==> config.mk <==
export PLATFORM = sky130hd
export DESIGN_NAME = usart_spi_master
export DESIGN_NICKNAME = d
export VERILOG_FILES = /design/src/rtl/usm_pkg.sv /design/src/rtl/usm_baud.sv /design/src/rtl/usm_seq.sv /design/src/rtl/usm_shift.sv /design/src/rtl/usart_spi_master.sv
export SDC_FILE = /design/constraint.sdc
export NUM_CORES = 1
export LEC_CHECK = 0
export BUFFER_PORTS_ARGS = -buffer_cell sky130_fd_sc_hd__buf_2
export CELL_PAD_IN_SITES_DETAIL_PLACEMENT = 0
export CELL_PAD_IN_SITES_GLOBAL_PLACEMENT = 1
export CORE_ASPECT_RATIO = 1.2
export CORE_MARGIN = 2
export CORE_UTILIZATION = 42
export CTS_CLUSTER_DIAMETER = 120
export DETAILED_ROUTE_END_ITERATION = 7
export MAX_ROUTING_LAYER = met4
export PLACE_DENSITY_LB_ADDON = 0.1
export SLEW_MARGIN = 40
export SYNTH_ARGS = -nofsm -noshare
export SYNTH_HDL_FRONTEND = slang
export SYNTH_SLANG_ARGS = --single-unit
==> constraint.sdc <==
create_clock -name clk -period 2.5 [get_ports clk]
set_input_delay 0.375 -clock clk [delete_from_list [all_inputs] [get_ports clk]]
set_output_delay 0.375 -clock clk [all_outputs]
set_load 0.05 [all_outputs]
==> src/rtl/usm_pkg.sv <==
package usm_pkg;

    typedef enum logic {
        USM_IDLE = 1'b0,
        USM_RUN  = 1'b1
    } usm_state_e;

    // Per-tick action decoded from the edge index and phase.
    typedef struct packed {
        logic fire;    // an sclk edge happens this cycle
        logic sample;  // capture miso on this edge
        logic shift;   // advance mosi on this edge
        logic last;    // final edge of the frame
    } usm_edge_t;

    // Edge index is zero-based; even indices are leading edges.
    function automatic usm_edge_t usm_decode(
        input logic       fire,
        input logic [7:0] idx,
        input logic [7:0] last_idx,
        input logic       cpha
    );
        usm_edge_t d;
        logic      lead;
        lead     = ~idx[0];
        d.fire   = fire;
        d.sample = fire & (cpha ? ~lead : lead);
        d.shift  = fire & (cpha ? (lead & (idx != 8'd0)) : ~lead);
        d.last   = fire & (idx == last_idx);
        return d;
    endfunction

endpackage

==> src/rtl/usm_baud.sv <==
module usm_baud #(
    parameter int DIV_W = 12
) (
    input  logic             clk,
    input  logic             rst,
    input  logic             load,
    input  logic             run,
    input  logic [DIV_W-1:0] divisor,
    output logic             tick
);
    logic [DIV_W-1:0] cnt;

    assign tick = run && (cnt == '0);

    always_ff @(posedge clk) begin
        if (rst) begin
            cnt <= '0;
        end else if (load) begin
            cnt <= divisor;
        end else if (run) begin
            if (cnt == '0) cnt <= divisor;
            else           cnt <= cnt - 1'b1;
        end
    end

    // the running count never exceeds a steady divisor
    p_count_bound_r2: assert property (@(posedge clk) disable iff (rst)
        (run && $past(run) && !$past(load) && $stable(divisor)) |-> (cnt <= divisor));

    // right after a load the count equals the loaded divisor
    p_reload_r9: assert property (@(posedge clk) disable iff (rst)
        load |=> (cnt == $past(divisor)));

endmodule

==> src/rtl/usm_seq.sv <==
module usm_seq
    import usm_pkg::*;
#(
    parameter int DATA_W = 8
) (
    input  logic      clk,
    input  logic      rst,
    input  logic      start,
    input  logic      tick,
    input  logic      cpha,
    output logic      active,
    output logic      load,
    output logic      sclk_lvl,
    output usm_edge_t ev
);
    localparam int EDGES = 2 * DATA_W;
    localparam int EW    = $clog2(EDGES);

    usm_state_e    state;
    logic [EW-1:0] ecnt;

    assign active = (state == USM_RUN);
    assign load   = (state == USM_IDLE) && start;
    assign ev     = usm_decode(active && tick, 8'(ecnt), 8'(EDGES - 1), cpha);

    always_ff @(posedge clk) begin
        if (rst) begin
            state    <= USM_IDLE;
            ecnt     <= '0;
            sclk_lvl <= 1'b0;
        end else begin
            unique case (state)
                USM_IDLE: begin
                    sclk_lvl <= 1'b0;
                    ecnt     <= '0;
                    if (start) state <= USM_RUN;
                end
                USM_RUN: begin
                    if (ev.fire) begin
                        sclk_lvl <= ~sclk_lvl;
                        ecnt     <= ecnt + 1'b1;
                        if (ev.last) begin
                            state <= USM_IDLE;
                            ecnt  <= '0;
                        end
                    end
                end
                default: state <= USM_IDLE;
            endcase
        end
    end

    // clock level is at rest whenever idle
    p_idle_rest_r1: assert property (@(posedge clk) disable iff (rst)
        !active |-> !sclk_lvl);

    // the clock level only moves on a divider tick
    p_toggle_on_tick_r2: assert property (@(posedge clk) disable iff (rst)
        !$stable(sclk_lvl) |-> $past(tick && active));

    // a start during a transfer does not restart the edge count
    p_ignore_start_r8: assert property (@(posedge clk) disable iff (rst)
        (active && start && !tick) |=> (active && $stable(ecnt)));

endmodule

==> src/rtl/usm_shift.sv <==
module usm_shift
    import usm_pkg::*;
#(
    parameter int W = 8
) (
    input  logic         clk,
    input  logic         rst,
    input  logic         load,
    input  logic [W-1:0] tx_data,
    input  usm_edge_t    ev,
    input  logic         miso,
    output logic         mosi,
    output logic [W-1:0] rx_word
);
    logic [W-1:0] tx_sh;
    logic [W-1:0] rx_sh;
    logic [W-1:0] rx_next;

    assign rx_next = {rx_sh[W-2:0], miso};
    assign rx_word = ev.sample ? rx_next : rx_sh;
    assign mosi    = tx_sh[W-1];

    always_ff @(posedge clk) begin
        if (rst) begin
            tx_sh <= '0;
            rx_sh <= '0;
        end else begin
            if (load)          tx_sh <= tx_data;
            else if (ev.shift) tx_sh <= {tx_sh[W-2:0], 1'b0};
            if (ev.sample)     rx_sh <= rx_next;
        end
    end

    // the top bit of the loaded byte leads on mosi
    p_msb_first_r5: assert property (@(posedge clk) disable iff (rst)
        load |=> (mosi == $past(tx_data[W-1])));

    // mosi never changes on a sampling edge
    p_opposite_edges_r4: assert property (@(posedge clk) disable iff (rst)
        (ev.sample && !load) |=> $stable(mosi));

endmodule

==> src/rtl/usart_spi_master.sv <==
module usart_spi_master
    import usm_pkg::*;
#(
    parameter int DATA_W = 8,
    parameter int DIV_W  = 12
) (
    input  logic              clk,
    input  logic              rst,
    input  logic              start,
    input  logic [DATA_W-1:0] tx_data,
    input  logic [DIV_W-1:0]  divisor,
    input  logic              cpol,
    input  logic              cpha,
    output logic [DATA_W-1:0] rx_data,
    output logic              done,
    output logic              sclk,
    output logic              mosi,
    input  logic              miso
);
    logic              tick;
    logic              active;
    logic              load;
    logic              sclk_lvl;
    usm_edge_t         ev;
    logic [DATA_W-1:0] rx_word;

    usm_baud #(.DIV_W(DIV_W)) i_baud (
        .clk     (clk),
        .rst     (rst),
        .load    (load),
        .run     (active),
        .divisor (divisor),
        .tick    (tick)
    );

    usm_seq #(.DATA_W(DATA_W)) i_seq (
        .clk      (clk),
        .rst      (rst),
        .start    (start),
        .tick     (tick),
        .cpha     (cpha),
        .active   (active),
        .load     (load),
        .sclk_lvl (sclk_lvl),
        .ev       (ev)
    );

    usm_shift #(.W(DATA_W)) i_shift (
        .clk     (clk),
        .rst     (rst),
        .load    (load),
        .tx_data (tx_data),
        .ev      (ev),
        .miso    (miso),
        .mosi    (mosi),
        .rx_word (rx_word)
    );

    assign sclk = cpol ^ sclk_lvl;

    always_ff @(posedge clk) begin
        if (rst) begin
            done    <= 1'b0;
            rx_data <= '0;
        end else begin
            done <= ev.last;
            if (ev.last) rx_data <= rx_word;
        end
    end

    // idle clock rests at the polarity level
    p_idle_level_r1: assert property (@(posedge clk) disable iff (rst)
        !active |-> (sclk == cpol));

    // done never lasts more than one cycle
    p_done_single_r7: assert property (@(posedge clk) disable iff (rst)
        done |=> !done);

    // when done shows, the frame is over and the clock is at rest
    p_done_at_rest_r3: assert property (@(posedge clk) disable iff (rst)
        done |-> (!active && (sclk == cpol)));

    // the received byte only moves together with done
    p_rx_hold_r6: assert property (@(posedge clk) disable iff (rst)
        !$stable(rx_data) |-> done);

endmodule

After elaboration in Yosys (flattened, before gate mapping):

Index checks and enable logic that the tools add are counted.

* eq/ne operators: 2
* multiplexer cells: 17
* add/subtract/negate cells: 2
* bitwise operators: 8
* reduce and logical (&&, ||, !) cells: 7

Operator list (count)
* 12-bit two-way mux: 3
* 8-bit two-way mux: 3
* 12-bit zero test: 1
* 12-bit by 1-bit subtractor with 12-bit output, second input constant: 1
* 4-bit two-way mux: 2
* 4-bit one-hot mux with 2 select lines: 1
* 1-bit two-way mux: 6
* 4-bit by 1-bit adder with 4-bit output, second input constant: 1
* 1-bit AND: 4
* 4-bit equality test, second input constant: 1
* 1-bit one-hot mux with 2 select lines: 2
* 2-bit nonzero test: 2
* 4-bit nonzero test: 1
* 1-bit logical AND: 3
* 1-bit inverter: 3
* 2-bit != test, second input constant: 1
* 1-bit XOR: 1

* bits of input ports: 26
* word-level logic and storage cells: 44
* output and inout port bits: 11
* register bits after elaboration: 43

Longest topological paths before layout:

Gate-level depths: netlist of the first run.

* depth in word-level cells: 7
* gate-level depth with buffers: 9

Hierarchy:

Synthesis of the first run repeated with hierarchy kept, for this count alone.

* cells, all modules: 237
* area total of the unflattened synthesis: 2207.1 µm²

Modules (own cells, without submodules)
* usm_baud: times used 1, area each 849.6 µm², cells each 110
* usm_shift: times used 1, area each 708.2 µm², cells each 60
* usm_seq: times used 1, area each 327.8 µm², cells each 38
* usart_spi_master: times used 1, area each 321.6 µm², cells each 29

Worst setup path after synthesis of the first run:

Ideal clock, no wire load.

* path type: flip-flop to flip-flop
* start point: register i_baud.cnt[0]
* end point: register i_baud.cnt[10]
* slack: 0.330 ns
* stages on the path, launching flop included: 9
* data arrival time: 2.038 ns
* required time: 2.368 ns
* setup time: 0.132 ns
* cell sequence: dfxtp_1 -> inv_1 -> ha_1 -> or3b_4 -> or4_4 -> buf_6 -> buf_8 -> a221oi_1 -> nor3_1

* cells in the longest elaborated chain, start to end: 4
* elaborated cells on any way between the ends: 5

RTL lines
* start, declared: line usm_baud.sv:11 `logic [DIV_W-1:0] cnt;`
* start signal, assigned: line usm_baud.sv:19 `cnt <= divisor;`
* start signal, assigned: line usm_baud.sv:21 `if (cnt == '0) cnt <= divisor;`
* start signal, assigned: line usm_baud.sv:22 `else cnt <= cnt - 1'b1;`
* 12-bit by 1-bit subtractor with 12-bit output / 12-bit zero test (equally long branches): line usm_baud.sv:22, usm_baud.sv:21
* 12-bit two-way mux (*): line usm_baud.sv:21
* 12-bit two-way mux (*): line usm_baud.sv:20 `end else if (run) begin`
* 12-bit two-way mux (*): line usm_baud.sv:18 `end else if (load) begin`

Every way passes the cells marked *; elsewhere a longest branch is shown, timed or not. The select of a mux whose other input is x is not followed.
A chain may end at the register's enable or synchronous reset.

Final worst setup path of the first run:

* start point: register i_baud.cnt[0]
* end point: register i_baud.cnt[6]

The elaborated chain is that of the path after synthesis.

==> impl_metrics.env, run 1 <==
export IMPL_cp_max_fo=16
export IMPL_routed_wl_um=5120
export IMPL_ys_flop_type="dfxtp_1"
export IMPL_instances_no_fill=350
export IMPL_worstSetupPathType="register to register"
export IMPL_yosys_top_cells_area="dfxtp_1 38%, nor2_1 7.7%, mux2i_1 4.9%, a211oi_1 4.4%, a2111oi_0 3.5%"
export IMPL_htreeDepth=2
export IMPL_avgRoutedWirePerCell_um=14.6
export IMPL_grt_pass1_vias=1832
export IMPL_io_pins=37
export IMPL_drc=0
export IMPL_critPathLaunchType="register"
export IMPL_ctsHoldBuffers=0
export IMPL_layout_commonest_cell="nor2_1"
export IMPL_vias=1953
export IMPL_p_per_area_nw_per_um2=631
export IMPL_yosysTopAreaCellShare_pct=38.5
export IMPL_fmax_mhz=444
export IMPL_required_ns=2.66
export IMPL_async_reset_ff_share_pct=0
export IMPL_via_per_inst=5.58
export IMPL_cts_made_buffers=5
export IMPL_peakVddDrop_uv=346
export IMPL_yosysTopAreaCell="dfxtp_1"
export IMPL_tightest_slew_ns=0.583
export IMPL_syn_area_sq_um=2240
export IMPL_power_leakage_uw=0.00105
export IMPL_place_congestion=0.791
export IMPL_period_needed_ns=2.25
export IMPL_setup_viol=0
export IMPL_drv_cap=0
export IMPL_finalSetupTns_ns=0
export IMPL_cts_sink_count=43
export IMPL_relSlewSlack_pct=60.8
export IMPL_synth_distinct_cells=52
export IMPL_core_sq_um=5230
export IMPL_hold_viol_final=0
export IMPL_dp_cells=342
export IMPL_fin_nets=317
export IMPL_ant_nets=0
export IMPL_initial_core_util_pct=42.8
export IMPL_n_antenna_cell=0
export IMPL_post_cts_buffers=0
export IMPL_cts_tree="done"
export IMPL_cts_clk_slew_worst_paths_ns=0.09
export IMPL_register_area_sq_um=861
export IMPL_die_w_um=70.6
export IMPL_reg2reg_slack_ns=0.25
export IMPL_finalMaxSlewViolations=0
export IMPL_arrival_ns=2.41
export IMPL_nFillCells=571
export IMPL_grt_max_degree=25
export IMPL_port_buffers=36
export IMPL_post_route_period_util_pct=90.1
export IMPL_root_buffer="clkbuf_8"
export IMPL_dieArea_sq_um=5930
export IMPL_syn_to_final_growth_pct=13.2
export IMPL_grt_pass1_wl_um=8360
export IMPL_synth_edf_count=0
export IMPL_syn_inst=254
export IMPL_syn_avg_cell_area_sq_um=8.81
export IMPL_clock_skew_ns=0.00425
export IMPL_multi_input_area_sq_um=1230
export IMPL_power_uw=1600
export IMPL_cp_end_kind="register"
export IMPL_dr_pass1_iters=4
export IMPL_num_rows=29
export IMPL_track_usage_pct=17.8
export IMPL_dpl_hpwl_um=3590
export IMPL_die_y_um=84.0
export IMPL_hold_class="input pin to register"
export IMPL_synthesis_nets=284
export IMPL_worst_skew_pair_late_latency_ns=0.29
export IMPL_cts_resized=0
export IMPL_outcome="finished clean"
export IMPL_ys_warn_count=0
export IMPL_yosysSeqAreaShare_pct=38.5
export IMPL_ys_ff_latch=43
export IMPL_grt_overflow=0
export IMPL_antenna_found_initial=0
export IMPL_dr_first_iter_drc_count=88
export IMPL_layout_common_cells="46 x nor2_1, 43 x dfxtp_1, 36 x buf_2"
export IMPL_clk_path_buf_depth=2
export IMPL_drive_above_1_share_pct=25.0
export IMPL_rsz0062_at_grt="no"
==> logic make-up after synthesis <==
kind of cell	Yosys count	synth area share (%)
xor gates and xnor gates	5	1.96
DFF	43	38.5
and+or+nand+nor	105	23.8
buffers and inverters	25	6.76
AOI/OAI and AO/OA	59	20.8
adders and majority gates	4	2.24
muxes	13	5.93
==> per-stage QoR <==
| step | util [%] | cell area (sq um) | setup WS [ns] | hold slack [ns] |
|---|---|---|---|---|
| 2_1_floorplan | - | 2240 | 0.330 | 0.449 |
| 3_3_place_gp | 46.7 | 2440 | 0.195 | 0.458 |
| 3_5_place_dp | 46.7 | 2440 | 0.142 | 0.463 |
| 4_1_cts | 48.4 | 2530 | 0.115 | 0.311 |
| 5_1_grt | 48.5 | 2530 | 0.0396 | 0.317 |
| 6_report | 48.5 | 2530 | 0.248 | 0.318 |
==> power by group <==
group          internal, uW  switching [uW]  total, uW
sequential              722            43.2        765
clock                   195             252        447
combinational           160             226        386
==> synth_stat cells (2+ instances only) <==
cell type,number
a211oi_1,13
nand2b_1,3
o211ai_1,2
nand2_1,13
mux2i_1,11
buf_6,4
nor2_1,46
clkbuf_1,11
a31oi_1,5
o21ai_0,7
xnor2_1,2
nor4_1,3
dfxtp_1,43
nor3_1,14
mux2_2,2
buf_2,2
xor2_1,3
o311a_2,3
ha_1,4
nor2b_1,6
nand3_1,5
inv_1,5
a21oi_1,7
a311oi_1,3
or4_4,2
a2111oi_0,9
==> sequential cells by signal (all words and copies together) (netlist names) <==
| register | cells |
|---|---|
| done | 1 |
| i_shift.rx_sh | 8 |
| i_baud.cnt | 12 |
| i_seq.ecnt | 4 |
| i_seq.active | 1 |
| i_shift.tx_sh | 8 |
| rx_data | 8 |
| i_seq.sclk_lvl | 1 |
==> worst max-delay path, stage by stage, from the launching register on <==
cell and delay [ns]:
dfxtp_1 0.34, inv_1 0.11, ha_1 0.16, or3b_4 0.43
or4_4 0.64, o311a_2 0.18, o21ai_0 0.14, a41oi_1 0.11
==> final timing paths <==
| kind | depth (start not counted) | from | to |
|---|---|---|---|
| max reg2reg | 7 | i_baud.cnt[0] | i_baud.cnt[6] |
| max | 7 | i_baud.cnt[0] | i_baud.cnt[6] |
| min | 3 | tx_data[0] | i_shift.tx_sh[0] |
| min reg2reg | 2 | i_shift.tx_sh[0] | i_shift.tx_sh[0] |
==> layout make-up <==
cell class              instances  share of cell area (%)
repair buffers                 46                    10.1
inverters                       5                   0.741
clock inverters                 3                   0.790
clock buffers                   5                    2.72
multi-input cells             186                    48.6
well taps                      62                    3.06
flip-flops and latches         43                    34.0
==> routing by layer <==
metal	vias to the layer above	GRT usage (%)	part of all wire (%)	wire length, um
li1	998	-	-	-
met1	917	22.8	48	2460
met2	36	28.7	48	2450
met3	2	3.86	3.8	195
met4	0	4.29	0.37	19
met5	-	-	0	0
Note: power is estimated with default switching activity, not from simulation.
==> run 2, diff against run 1 <==
--- a/config.mk
+++ b/config.mk
@@ -18,4 +18,5 @@
 export SLEW_MARGIN = 40
 export SYNTH_ARGS = -nofsm -noshare
 export SYNTH_HDL_FRONTEND = slang
+export SYNTH_HIERARCHICAL = 1
 export SYNTH_SLANG_ARGS = --single-unit
==> impl_metrics.env, run 2 <==
export IMPL_drive_above_1_share_pct=28.4
export IMPL_die_w_um=70.1
export IMPL_sw_frac_of_total_pct=30.2
export IMPL_clock_skew_ns=0.00862
export IMPL_largest_reg_flops=12
export IMPL_crit_path_start="i_baud/cnt[1]"
export IMPL_core_sq_um=5010
export IMPL_vias=1856
export IMPL_avgRoutedWirePerCell_um=14.2
export IMPL_port_buffers=36
export IMPL_cts_clk_slew_worst_paths_ns=0.09
export IMPL_worstReg2RegStart="i_baud/cnt[1]"
export IMPL_syn_inst=236
export IMPL_tightest_slew_ns=0.677
export IMPL_power_uw=1730
export IMPL_cts_made_buffers=5
export IMPL_ys_warn_count=6
export IMPL_power_leakage_uw=0.00105
export IMPL_clkPwrFrac_pct=31.3
export IMPL_cts_sink_count=43
export IMPL_peakVddDrop_uv=285
export IMPL_syn_avg_cell_area_sq_um=9.34
export IMPL_critPathLaunchType="register"
export IMPL_regMostFlops="i_baud/cnt"
export IMPL_cp_max_fo=8
export IMPL_via_per_inst=5.43
export IMPL_arrival_ns=2.61
export IMPL_synthesis_nets=266
export IMPL_layout_common_cells="43 x dfxtp_1, 36 x buf_2, 22 x nor2_1"
export IMPL_grt_overflow=0
export IMPL_clk_path_buf_depth=2
export IMPL_power_switching_uw=523
export IMPL_drv_cap=0
export IMPL_period_needed_ns=2.44
export IMPL_cts_tree="done"
export IMPL_finalSetupTns_ns=0
export IMPL_io_pins=37
export IMPL_worstSetupPathType="register to register"
export IMPL_nFillCells=501
export IMPL_internal_power_uw=1210
export IMPL_dr_pass1_iters=4
export IMPL_fin_nets=311
export IMPL_htreeDepth=2
export IMPL_grt_max_degree=22
export IMPL_worst_skew_pair_late_latency_ns=0.29
export IMPL_track_usage_pct=17.6
export IMPL_num_rows=28
export IMPL_root_buffer="clkbuf_8"
export IMPL_dr_first_iter_drc_count=72
export IMPL_outcome="finished clean"
export IMPL_die_y_um=83.3
export IMPL_grt_pass1_vias=1787
export IMPL_p_per_area_nw_per_um2=657
export IMPL_syn_area_sq_um=2200
export IMPL_pwr_share_seq_pct=44.6
export IMPL_combPwrFrac_pct=24.0
export IMPL_ant_nets=0
export IMPL_place_congestion=0.810
export IMPL_antenna_found_initial=0
export IMPL_min_from="divisor[6]"
export IMPL_post_route_period_util_pct=97.4
export IMPL_grt_pass1_wl_um=8150
export IMPL_relSlewSlack_pct=54.2
export IMPL_cp_end_kind="register"
export IMPL_finalMaxSlewViolations=0
export IMPL_syn_to_final_growth_pct=19.8
export IMPL_setup_viol=0
export IMPL_initial_core_util_pct=44.0
export IMPL_dpl_hpwl_um=3450
export IMPL_drc=0
export IMPL_fmax_mhz=411
export IMPL_reg2reg_slack_ns=0.06
export IMPL_n_antenna_cell=0
export IMPL_dieArea_sq_um=5840
export IMPL_hold_viol_final=0
export IMPL_routed_wl_um=4850
export IMPL_hold_class="input pin to register"
export IMPL_required_ns=2.67
export IMPL_layout_commonest_cell="dfxtp_1"
[run 2: cell types whose count changed in the layout (fill, tap and decap cells not counted), moves of 4 or more]
cell       delta
inv_1         +6
mux2_4        +8
mux2i_1       +8
nor2_1       -24
nor3_1        -9
nor2b_1      +12
o21ai_0       -4
a2111oi_0     -8
a211oi_1      -6
[run 2: worst max-delay path, cell delays in order (launching register included)]
cell	delay (ns)
dfxtp_1	0.32
inv_1	0.08
ha_1	0.16
or4b_4	0.50
nor3_4	0.23
nand2_2	0.09
a21oi_1	0.15
and2_4	0.17
buf_12	0.13
mux2_4	0.30
mux2i_1	0.14
nor2_1	0.05
[run 2: final cells by class]
| class | count | area, sq um | share of cell area [%] |
|---|---|---|---|
| Clock inverter | 3 | 43.8 | 1.66 |
| Multi-Input combinational cell | 169 | 1250 | 47.3 |
| Clock buffer | 5 | 68.8 | 2.61 |
| Inverter | 12 | 45.0 | 1.71 |
| Timing Repair Buffer | 50 | 298 | 11.3 |
| Tap cell | 60 | 75.1 | 2.84 |
| Sequential cell | 43 | 861 | 32.6 |
[run 2: what timing repair did]
item                                    4_1_cts  5_1_grt
resized for setup                             0        5
endpoints found under the setup margin        0       16
hold buffers                                  0        0
setup buffers                                 0        1
[run 2: power by group through the flow]
stage | clock network, uW | registers, uW | logic (uW)
after floorplan | 0 | 780 | 278
after global placement | 0 | 787 | 399
after detailed placement | 0 | 786 | 400
after CTS | 562 | 771 | 401
after global routing | 583 | 781 | 460
final | 543 | 773 | 417
[run 2: final timing paths]
check	end	cells after the start
worst max-delay path	rx_data[3]	11
worst min-delay path	i_baud/cnt[6]	2
worst max register to register	rx_data[3]	11
worst min register to register	rx_data[0]	2
[run 2: metrics by stage]
stage          instance area (sq um)  cells  util, %  setup slack (ns)  hold slack (ns)
6_report                        2640    342     52.7            0.0647            0.284
5_1_grt                         2640    342     52.7           -0.0478            0.287
4_1_cts                         2610    341     52.1            0.0313            0.280
3_5_place_dp                    2500    333     49.9            0.0714            0.477
3_3_place_gp                    2500    333     49.9             0.106            0.469
2_1_floorplan                   2210    236        -             0.143            0.447
[run 2: metal layers]
layer / GRT usage, % / part of all wire (%)
met5: - / 0
met4: 6.64 / 1.5
met3: 3.52 / 3.7
met2: 26.7 / 46
met1: 23.1 / 49
